**config.mk**
```make
export PLATFORM = sky130hd
export DESIGN_NAME = port_match_irq
export DESIGN_NICKNAME = d
export VERILOG_FILES = /design/src/rtl/port_match_irq.sv
export SDC_FILE = /design/constraint.sdc
export NUM_CORES = 1
export LEC_CHECK = 0
export BUFFER_PORTS_ARGS = -buffer_cell sky130_fd_sc_hd__buf_4
export CORE_MARGIN = 1
export CORE_UTILIZATION = 42
export CTS_BUF_LIST = sky130_fd_sc_hd__clkbuf_8
export DETAILED_ROUTE_END_ITERATION = 10
export HOLD_SLACK_MARGIN = 0.08
export PLACE_DENSITY = 0.68
export SETUP_SLACK_MARGIN = 0.3
export SLEW_MARGIN = 15
export SYNTH_ARGS = -nofsm -noshare
export SYNTH_HDL_FRONTEND = slang
export SYNTH_SLANG_ARGS = --single-unit
```
**constraint.sdc**
```tcl
create_clock -name clk -period 2.2 [get_ports clk]
set_clock_uncertainty 0.15 [all_clocks]
set_input_delay 0.11 -clock clk [delete_from_list [all_inputs] [get_ports clk]]
set_output_delay 0.11 -clock clk [all_outputs]
set_load 0.1 [all_outputs]
```
**src/rtl/port_match_irq.sv**
```systemverilog
module port_match_irq (
  input  logic       clk,
  input  logic       rst_n,
  input  logic       ctl_wr,
  input  logic [7:0] ctl_data,
  input  logic       dat_wr,
  input  logic [7:0] dat_wdata,
  input  logic       int_ack,
  input  logic [7:0] port_in,
  output logic [7:0] port_out,
  output logic [7:0] port_oe,
  output logic [7:0] rd_data,
  output logic       irq
);
  localparam logic [1:0] M_OUT = 2'b00;
  localparam logic [1:0] M_IN  = 2'b01;
  localparam logic [1:0] M_BIT = 2'b11;

  logic [7:0] s1, s2, out_q, dir_q, mask_q;
  logic [1:0] mode_q;
  logic       en_q, and_q, hi_q, mask_nx, dir_nx, pend_q, match_q;

  wire        is_bit = (mode_q == M_BIT);
  wire [7:0] mon    = ~mask_q;
  wire [7:0] act    = (hi_q ? s2 : ~s2) & mon;
  wire        match  = is_bit && (and_q ? ((mon != 8'h00) && (act == mon)) : (|act));

  wire cmd = ctl_wr && !mask_nx && !dir_nx;
  wire icw = cmd && (ctl_data[3:0] == 4'b0111);
  wire mcw = cmd && (ctl_data[3:0] == 4'b1111);
  wire ecw = cmd && (ctl_data[3:0] == 4'b0011);
  wire clr = int_ack || (icw && ctl_data[4]);

  always_ff @(posedge clk) begin
    if (!rst_n) begin
      s1 <= 8'h00;
      s2 <= 8'h00;
    end else begin
      s1 <= port_in;
      s2 <= s1;
    end
  end

  always_ff @(posedge clk) begin
    if (!rst_n) begin
      mode_q  <= M_IN;
      dir_q   <= 8'hFF;
      mask_q  <= 8'hFF;
      en_q    <= 1'b0;
      and_q   <= 1'b0;
      hi_q    <= 1'b0;
      mask_nx <= 1'b0;
      dir_nx  <= 1'b0;
    end else if (ctl_wr) begin
      if (mask_nx) begin
        mask_q  <= ctl_data;
        mask_nx <= 1'b0;
      end else if (dir_nx) begin
        dir_q  <= ctl_data;
        dir_nx <= 1'b0;
      end else if (icw) begin
        en_q    <= ctl_data[7];
        and_q   <= ctl_data[6];
        hi_q    <= ctl_data[5];
        mask_nx <= ctl_data[4];
      end else if (mcw) begin
        mode_q <= ctl_data[7:6];
        dir_nx <= (ctl_data[7:6] == M_BIT);
      end else if (ecw) begin
        en_q <= ctl_data[7];
      end
    end
  end

  always_ff @(posedge clk) begin
    if (!rst_n) begin
      pend_q  <= 1'b0;
      match_q <= 1'b0;
    end else begin
      match_q <= match;
      if (clr)                  pend_q <= 1'b0;
      else if (match && !match_q) pend_q <= 1'b1;
    end
  end

  always_ff @(posedge clk) begin
    if (!rst_n)      out_q <= 8'h00;
    else if (dat_wr) out_q <= dat_wdata;
  end

  assign irq      = pend_q & en_q;
  assign port_out = out_q;

  always_comb begin
    case (mode_q)
      M_OUT:   begin port_oe = 8'hFF;  rd_data = out_q; end
      M_BIT:   begin port_oe = ~dir_q; rd_data = (s2 & dir_q) | (out_q & ~dir_q); end
      default: begin port_oe = 8'h00;  rd_data = s2; end
    endcase
  end
endmodule

```
Word-level counts from Yosys, hierarchy flattened:

Cells that the tools add are included.

* reduce and logical (&&, ||, !) cells: 24
* bitwise operators: 12
* mux-type cells: 13
* eq/ne operators: 7

Operators with widths (count)
* case mux 8 bit (2 select lines): 2
* AND 8 bit: 3
* inverter 8 bit: 3
* 2-to-1 mux 1 bit: 10
* AND reduction 5 bit: 2
* logical AND 1 bit: 9
* equality test 8 bit: 1
* 2-to-1 mux 8 bit: 1
* bitwise OR 8 bit: 1
* nonzero test 8 bit: 1
* OR reduction 8 bit: 1
* equality test 2 bit, second input constant: 2
* equality test 4 x 2 -> 1 bit, second input constant: 1
* equality test 4 x 3 -> 1 bit, second input constant: 1
* equality test 4 bit, second input constant: 1
* inverter 1 bit: 4
* AND reduction 2 bit: 2
* AND reduction 4 bit: 1
* zero test 1 bit: 3
* AND reduction 3 bit: 1
* zero test 2 bit: 1
* inequality test 2 bit, second input constant: 1
* nonzero test 2 bit: 1
* OR reduction 2 bit: 1
* 2 further kinds: 2

* bits in registers: 49
* output and inout port bits: 25
* logic and storage cells: 69
* input port bits: 29

Logic depth before layout (Yosys ltp):

Gate-level depths: netlist of the first run.

* depth after elaboration: 8
* depth in mapped cells: 6
* depth with buffers taken out: 5

Worst setup path after synthesis of the first run:

OpenSTA, ideal clock, no wires.

* path type: register to output
* start point: register mode_q[0]
* end point: output rd_data[5]
* required time: 1940 ps
* buffers on the path: 2
* path slack: -1328 ps
* cell stages (with the launch flop): 7
* arrival: 3268 ps
* cells stage by stage: dfxtp_1 > inv_1 > ha_1 > clkbuf_1 > clkbuf_1 > nor2_1 > a22o_1

* longest elaborated chain between the ends: 2
* elaborated cells between the ends (all ways): 3

RTL lines
* from (decl): RTL line 20 `logic [1:0] mode_q;`
* from (signal assigned): RTL line 67 `mode_q <= ctl_data[7:6];`
* equality test 2 bit / zero test 2 bit (equally long branches): RTL line 95 `case (mode_q)`
* case mux 8 bit (2 select lines) (*): RTL line 95
* to (decl): RTL line 12 `output logic [7:0] rd_data,`

Every way passes the cells marked *; elsewhere a longest branch is shown, timed or not.

Worst setup path after layout of the first run:

Same ends and word-level chain as after synthesis.

==> results.md, run 1 <==
- Worst path cell trace: buf_4, ha_4, buf_12, a21oi_4, nor2_4, a22o_4, buf_12
- WL met3: about 260 µm
- Outcome: complete, no violations
- GP Congestion: just over 0.9
- Ys async rst share: 0%
- Layout area overhead: 70.34%
- WL met1: between 2 and 3 mm
- Nets: ~370
- Buffers on Ports: 53
- Mapped Area: 2135 µm²
- Netlist cell types: 32
- Synth Warn #: 0
- Max Used Layer: met4
- Top_reg_cell synth: dfxtp_1
- Worst path slowest cell: dfxtp_2
- Achievable Freq: ~500 MHz
- Setup crit start kind: flop
- Synth area leader: dfxtp_1
- Routed WL: between 6 and 7 mm
- Fin. max-slew vios: 0
- Worst hold endpoint: s2[4]
- Worst r2r src: s2[2]
- Design area: ~3600 µm²
- Post-route ant nets: 0
- Vias per inst: 5.090
- CTS tree: done
- Worst Path Required: between 1500 and 2000 ps
- Count leader, synth: dfxtp_1
- Avg Cell Area, Syn: around 9 µm²
- Global-route wire length before repair: 10.47 mm
- Clk slew on worst S/H paths: 100 ps
- Final setup violation count: 0
- Die area: ~5400 µm²
- Total track usage: a little over a quarter
- Setup ws final: 204.5 ps
- Sequential share of the synthesized area: 45.96%
- Final worst path period share: between 90 and 100%
- Post-DR wirelength/cell: 15.64 µm
- Critical path's largest stage delay: 340 ps
- Worst Hold Class: reg -> reg
- Vias post-DR: ~2100
- Initial antenna violation count: 0
- EDFF count, synth: 0
- Unrepaired setup endpoints after global routing: true
- # DRC: 0
- Worst-margin pin slew: approximately 360 ps
- Dpl hpwl: about 3.7 mm
- Yosys top cell area share: between 40% and 50%
- N_diodes: 0
- Seq cells post-synth: 49
- Hold Crit Start: s1[4]
- Post-DP Area: approximately 2700 µm²
- Routed met2 length: roughly 3.4 mm
- Worst hold path stage count: 1
- Area contributors post-synth: dfxtp_1 (46%), mux2i_1 (6.1%), and2_1 (5.3%)
- MaxCap Viol Count: 0
- Clock latency on the worst-skew pair: just over 300 ps
- Synth cell count leaders: dfxtp_1 (49), nor2_1 (23), nand2_1 (22)
- Initial Util: between 40% and 50%
- CP Capture Type: primary output
- Post-layout util: roughly 75%
- DRT iter0 DRCs: 207
- Setup Slack @ Placement: between 300 and 400 ps
- Relative slew slack: around 76%
- Clock sinks: 49
- Syn nets: 269
- IO Count: 54
- CTS Buf Count: 5
- Max IR drop VDD: 0.4618 mV
- Worst Reg-to-Reg Cells: 5
- Die H: roughly 73 µm
- Htree depth: 2
- Flop2flop setup slack: 340 ps
- Post-Synthesis Cells: between 200 and 250
- Tmin final: approximately 2000 ps
- Setup TNS: 0 ps
- Vias in the first global route: between 2000 and 2500
- Global route total overflow: 0
- Final hold vios: 0
- DRT Pass-1 Iters: 4
- Leak pwr: about 1.6 nW
- Num rows: 25
- Share of layout cells above drive strength 1: approximately 32%
- Max clock buf depth: 2
- Crit path DAT: 1740 ps
- Largest net degree at the start of global routing: 35
- Critical Path Most Common Cell: buf_12
- RR Endpoint: pend_q
- Root buf cell: clkbuf_8
- Core area: a little under 5000 µm²
- Crit-path max FO: 5
- Die Wd: between 70 and 80 µm
- CP Class: reg -> out
- Power Dens Cells: between 500 and 600 nW/µm²
-- layout make-up --
class / instances / area, µm²
Multi-Input combinational cell: 154 / 1254
Fill cell: 339 / 1181
Timing Repair Buffer: 112 / 1141
Sequential cell: 49 / 984.7
Tap cell: 67 / 83.83
Inverter: 20 / 75.07
Clock buffer: 5 / 68.82
Clock inverter: 3 / 28.78
-- power breakdown --
part | switching (mW) | leakage, nW | internal (mW)
sequential | 0.0209 | 0.401 | 0.912
clock | 0.338 | 0.0506 | 0.238
combinational | 0.207 | 1.17 | 0.175
-- registers in the layout, summed over array words and instances, names as in the netlist --
name,flops
dir_nx,1
mode_q,2
dir_q,8
and_q,1
s2,8
pend_q,1
en_q,1
port_out,8
mask_q,8
s1,8
mask_nx,1
hi_q,1
match_q,1
-- worst max path at each step --
stage	startpoint	to	cells after the start
global route	mode_q[0]	rd_data[4]	7
detailed placement	mode_q[0]	rd_data[3]	5
finish	mode_q[0]	rd_data[5]	7
global placement	mode_q[1]	rd_data[2]	5
floorplan	mode_q[1]	rd_data[5]	6
CTS	mode_q[0]	rd_data[2]	7
-- timing repair --
action	CTS	global route
cloned	1	0
pin swaps	21	6
hold buffers	45	0
setup buffers	7	0
endpoints found under the setup margin	17	20
endpoints found under the hold margin	46	0
resized for setup	55	6
-- stage by stage --
stage	instances	hold slack [ps]	total power, mW
final	410	283.5	1.891
after global routing	410	281.8	1.960
after CTS	410	282.1	1.892
after detailed placement	349	135.8	1.229
after global placement	349	135.8	1.228
after floorplan	238	36.00	1.141
-- cell families (layout without fill, tap and decap cells) --
kind of cell / count (synthesis) / count (layout) / synth area share, %
AO/OA/AOI/OAI: 52 / 52 / 18.76
AND/OR/NAND/NOR: 77 / 77 / 17.06
buffers and inverters: 35 / 140 / 6.858
flip-flops: 49 / 49 / 45.96
XOR/XNOR: 10 / 10 / 4.103
multiplexers: 13 / 13 / 6.096
adder cells (fa/ha/maj): 2 / 2 / 1.172
-- layer usage --
layer,track usage (%),vias to the layer above
met2,47.74,61
met3,4.527,11
li1,-,1025
met1,30.83,990
met5,0,-
met4,9.829,0
-- placed cells by master (no fill, tap or decap), types with 4 or more instances in the layout --
| cell | n |
|---|---|
| a21o_1 | 8 |
| a21oi_4 | 7 |
| a22o_4 | 8 |
| and2_1 | 17 |
| buf_12 | 11 |
| buf_4 | 48 |
| buf_6 | 6 |
| clkbuf_8 | 5 |
| dfxtp_1 | 46 |
| dlygate4sd3_1 | 45 |
| inv_1 | 17 |
| mux2i_1 | 13 |
| nand2_1 | 22 |
| nand3_1 | 4 |
| nor2_1 | 15 |
| nor2_4 | 8 |
| o211ai_1 | 14 |
| xnor2_1 | 5 |
| xor2_1 | 5 |
-- critical path: cells and delay by family, from the launching register on --
kind                     cells  cell delay (ps)
buffers and inverters        3              440
AO/OA/AOI/OAI                2              390
flip-flops                   1              340
adder cells (fa/ha/maj)      1              190
AND/OR/NAND/NOR              1               60
Power figures use the tool's default switching activity.
==> run 2, diff against run 1 <==
- CORE_UTILIZATION: 42 -> 40
- PLACE_DENSITY: 0.68 -> 0.65
==> results.md, run 2 (same netlist as run 1, synthesis figures left out) <==
- Postcts setup bufs: 0
- Comb pwr share: 19.8%
- Global route total overflow: 0
- Nets: 360
- Final hold vios: 0
- RR Endpoint: pend_q
- Overall power: roughly 1.8 mW
- DRT iter0 DRCs: 79
- Most common cell after layout, fill and taps aside: buf_4
- Post-DR wirelength/cell: roughly 14 µm
- Power Dens Cells: approximately 520 nW/µm²
- CTS tree: done
- Clock network power share: between 20 and 30%
- Crit path DAT: about 1700 ps
- # DRC: 0
- Root buf cell: clkbuf_8
- Clk slew on worst S/H paths: 80 ps
- Routed WL: approximately 5.7 mm
- Flop2flop setup slack: 340 ps
- Post-route ant nets: 0
- Setup Slack @ Placement: roughly 190 ps
- Max Used Layer: met4
- Fin. max-slew vios: 0
- WL met3: between 200 and 300 µm
- Routed met2 length: between 2 and 3 mm
- Share of layout cells above drive strength 1: a little under a third
- Register area: ~990 µm²
- Layout area overhead: 59.73%
- Die Wd: ~75 µm
- Initial Util: between 40% and 50%
- MaxCap Viol Count: 0
- Post-DP Area: roughly 2700 µm²
- Commonest cells after routing, fill and taps aside: buf_4 (49), dfxtp_1 (46), dlygate4sd3_1 (40), nand2_1 (22), inv_1 (18)
- Vias post-DR: 1978
- Fillers: approximately 400
- GP Congestion: approximately 0.86
- Vias in the first global route: ~1900
- WL met1: about 2.5 mm
- CP Class: reg -> out
- Worst Reg-to-Reg Cells: 6
- Final setup violation count: 0
- Achievable Freq: just over 500 MHz
- Core area: between 5000 and 6000 µm²
- Max clock buf depth: 2
- Htree depth: 2
- N_diodes: 0
- Unrepaired setup endpoints after global routing: true
- Vias per inst: slightly below 5
- Worst hold endpoint: dir_nx
- CP Capture Type: primary output
- Pint: about 1.3 mW
- Worst Hold Class: in -> reg
- Crit-path max FO: 8
- CTS Buf Count: 5
- Largest net degree at the start of global routing: 35
- Setup TNS: 0 ps
- Total track usage: 21.74%
- Final worst path period share: approximately 90%
- Leak pwr: around 1.5 nW
- Relative slew slack: a little under 80%
- Setup ws final: 270.3 ps
- Die area: ~5600 µm²
- Dpl hpwl: between 3 and 4 mm
- Design area: 3410 µm²
- Max IR drop VDD: roughly 0.43 mV
- Die H: 75.05 µm
- Sw Share: between 20% and 30%
- Post-layout util: approximately two thirds
- Global-route wire length before repair: 8.845 mm
- Tmin final: a little under 2000 ps
- Initial antenna violation count: 0
- Sequential share of power: a little over half
- Worst-margin pin slew: roughly 340 ps
- Worst Path Required: between 1500 and 2000 ps
- Sw power: approximately 500 µW
- Outcome: complete, no violations
- IO Count: 54
- Clock sinks: 49
- Hold Crit Start: ctl_wr
- Worst r2r src: hi_q
- Setup crit start kind: flop
- Num rows: 26
- Multi-input gate area: about 1200 µm²
- Worst hold path stage count: 4
- Clock latency on the worst-skew pair: 300 ps
- DRT Pass-1 Iters: 4
- Buffers on Ports: 53
run 2: cell types whose count changed in the layout (fill, tap and decap cells not counted), moves of 2 or more:
| cell | before | now |
|---|---|---|
| buf_12 | 11 | 9 |
| clkinv_2 | 0 | 2 |
| a21oi_4 | 7 | 0 |
| dfxtp_2 | 3 | 0 |
| buf_6 | 6 | 0 |
| dfxtp_4 | 0 | 3 |
| a21oi_2 | 1 | 8 |
| dlygate4sd3_1 | 45 | 40 |
run 2: how the worst max path moves through the flow:
| stage | startpoint | to | depth (start not counted) |
|---|---|---|---|
| 2_1_floorplan | mode_q[1] | rd_data[5] | 6 |
| 6_report | mode_q[1] | rd_data[3] | 6 |
| 3_3_place_gp | hi_q | pend_q | 5 |
| 5_1_grt | mode_q[0] | rd_data[2] | 6 |
| 3_5_place_dp | hi_q | pend_q | 5 |
| 4_1_cts | mode_q[0] | rd_data[3] | 6 |
run 2: area by class of cell:
type                       count  area share [%]
multi-input combinational    154           35.01
sequential                    49           29.10
timing repair buffer          99           28.62
tap                           70           2.569
inverter                      20           2.275
clock buffer                   5           2.018
clock inverter                 3          0.4037
run 2: critical path: stages, from the launching register on:
cell	delay, ps
dfxtp_4	380
inv_4	40
ha_4	260
buf_12	140
a21o_1	150
a22o_4	230
buf_12	160
run 2: power groups by stage:
stage | Combinational, mW | Sequential, mW | Clock (mW)
6_report | 0.354 | 0.931 | 0.499
3_3_place_gp | 0.271 | 0.955 | 0
2_1_floorplan | 0.131 | 1.01 | 0
5_1_grt | 0.374 | 0.935 | 0.554
3_5_place_dp | 0.271 | 0.955 | 0
4_1_cts | 0.351 | 0.933 | 0.515
run 2: metal layers:
metal	vias up	GRT usage (%)
li1	991	-
met1	922	26.51
met2	56	37.94
met3	9	4.819
met4	0	7.128
met5	-	0
run 2: per-stage QoR:
| stage | std cells | hold WS, ps |
|---|---|---|
| after floorplan | 238 | 36.00 |
| after global placement | 351 | 143.8 |
| after detailed placement | 351 | 141.7 |
| after CTS | 400 | 80.41 |
| after global routing | 400 | 108.0 |
| final | 400 | 79.11 |
run 2: timing repair:
action | CTS | global route
hold buffers | 40 | 0
hold endpoints to repair | 40 | 0
gates cloned | 1 | 0
setup endpoints to repair | 17 | 10
pin swaps | 1 | 9
gates resized for setup | 43 | 5
==> run 3, diff against run 2 <==
- SKIP_LAST_GASP: default -> 1
- clock period: 2.2 -> 2.4 ns (I/O delays scaled with it)
==> results.md, run 3 (same netlist as run 1, synthesis figures left out) <==
- Share of layout cells above drive strength 1: between 20% and 30%
- Worst-margin pin slew: around 500 ps
- Fillers: 439
- Post-route ant nets: 0
- Total track usage: between 15 and 20%
- Dpl hpwl: ~3.7 mm
- Core area: around 5000 µm²
- Layout area overhead: 54.92%
- Root buf cell: clkbuf_8
- Sw power: between 400 and 500 µW
- Worst path slowest cell: dfxtp_2
- CP Capture Type: primary output
- CP Class: reg -> out
- Setup TNS: 0 ps
- Crit path DAT: about 1800 ps
- Final worst path period share: between 80 and 90%
- Post-layout util: about two thirds
- Worst path cell trace: inv_1, ha_2, buf_12, a21o_1, a22o_4, buf_4
- Sequential share of power: 45.8%
- Largest net degree at the start of global routing: 35
- Die H: 75.05 µm
- Relative slew slack: 67.02%
- Clk slew on worst S/H paths: 100 ps
- Flop2flop setup slack: about 430 ps
- Postcts setup bufs: 0
- Outcome: complete, no violations
- Max IR drop VDD: a little under 0.4 mV
- Unrepaired setup endpoints after global routing: true
- RR Endpoint: pend_q
- Die Wd: around 75 µm
- Worst Reg-to-Reg Cells: 5
- MaxCap Viol Count: 0
- Nets: approximately 360
- Vias in the first global route: 1837
- Critical path's largest stage delay: roughly 370 ps
- CTS Buf Count: 5
- Initial antenna violation count: 0
- GP Congestion: 0.8952
- Most common cell after layout, fill and taps aside: buf_4
- Worst Path Required: roughly 2100 ps
- Htree depth: 2
- DRT iter0 DRCs: 84
- Worst Hold Class: reg -> reg
- Worst hold endpoint: s2[2]
- N_diodes: 0
- Buffers on Ports: 53
- Worst hold path stage count: 1
- Routed WL: 5.481 mm
- Crit-path max FO: 16
- Global route total overflow: 0
- Post-DP Area: ~2700 µm²
- Power Dens Cells: ~570 nW/µm²
- Design area: approximately 3300 µm²
- DRT Pass-1 Iters: 4
- IO Count: 54
- Max clock buf depth: 2
- Setup crit start kind: flop
- Global-route wire length before repair: between 8 and 9 mm
- Tmin final: a little over 2000 ps
- Hold Crit Start: s1[2]
- Clock sinks: 49
- # DRC: 0
- Clock latency on the worst-skew pair: roughly 300 ps
- Pint: 1.388 mW
- Leak pwr: about 1.5 nW
- CTS tree: done
- Final setup violation count: 0
- Commonest cells after routing, fill and taps aside: buf_4 (49), dfxtp_1 (46), dlygate4sd3_1 (37), nand2_1 (22), inv_1 (19)
- Die area: approximately 5600 µm²
- Achievable Freq: 482.0 MHz
- Clock network power share: a little under two fifths
- Comb pwr share: between 15 and 20%
- Initial Util: 41.79%
- Vias post-DR: about 2000
- Final hold vios: 0
- Num rows: 26
- Fin. max-slew vios: 0
- Vias per inst: between 5 and 6
- Post-DR wirelength/cell: ~14 µm
- Sw Share: between 20% and 30%
- Worst r2r src: hi_q
[run 3: cell types whose count changed in the layout (fill, tap and decap cells not counted), sizes merged]
cell         change
dlygate4sd3      -3
buf              -2
bufinv           +2
clkinv           -2
[run 3: worst max path at each step]
stage | cells past startpoint | startpoint | endpoint
5_1_grt | 6 | mode_q[1] | rd_data[4]
3_3_place_gp | 5 | hi_q | pend_q
2_1_floorplan | 6 | mode_q[1] | rd_data[5]
4_1_cts | 6 | mode_q[1] | rd_data[6]
6_report | 6 | mode_q[1] | rd_data[4]
3_5_place_dp | 5 | hi_q | pend_q
[run 3: layout make-up]
| cell class | instances | area [µm²] | area share (%) |
|---|---|---|---|
| Timing Repair Buffer | 94 | 837.1 | 25.31 |
| Clock buffer | 5 | 68.82 | 2.081 |
| Tap cell | 70 | 87.58 | 2.649 |
| Clock inverter | 3 | 68.82 | 2.081 |
| Inverter | 20 | 75.07 | 2.270 |
| Sequential cell | 49 | 987.2 | 29.85 |
| Multi-Input combinational cell | 154 | 1182 | 35.75 |
[run 3: power groups by stage]
stage	sequential, mW	combinational [mW]	clock (mW)
detailed placement	0.876	0.250	0
finish	0.856	0.308	0.706
global placement	0.875	0.248	0
global route	0.859	0.325	0.750
floorplan	0.926	0.120	0
CTS	0.857	0.301	0.715
[run 3: critical path, delay by kind of cell (launching register included)]
kind | cells | cell delay (ps)
flip-flops | 1 | 370
buffers and inverters | 3 | 450
adder cells (fa/ha/maj) | 1 | 290
AO/OA/AOI/OAI | 2 | 380
[run 3: routing by layer]
layer	wire length, µm	track usage (%)	vias up
met1	2460	24.71	939
met5	0	0	-
met4	66	5.241	0
met3	198	4.685	7
li1	-	-	987
met2	2756	34.43	46
[run 3: repair_timing]
action                                  CTS  global route
hold buffers                             37             0
endpoints found under the hold margin    40             0
endpoints found under the setup margin   12             9
gates resized for setup                   3            20
[run 3: through the flow]
step | std cells | hold WS [ps] | worst slack, ps | power (mW)
final | 395 | 288.4 | 325.3 | 1.869
after global routing | 395 | 302.6 | 269.3 | 1.934
after CTS | 395 | 289.4 | 299.1 | 1.872
after detailed placement | 350 | 145.2 | 189.3 | 1.125
after global placement | 350 | 146.2 | 329.2 | 1.123
after floorplan | 238 | 46.00 | 224.8 | 1.046
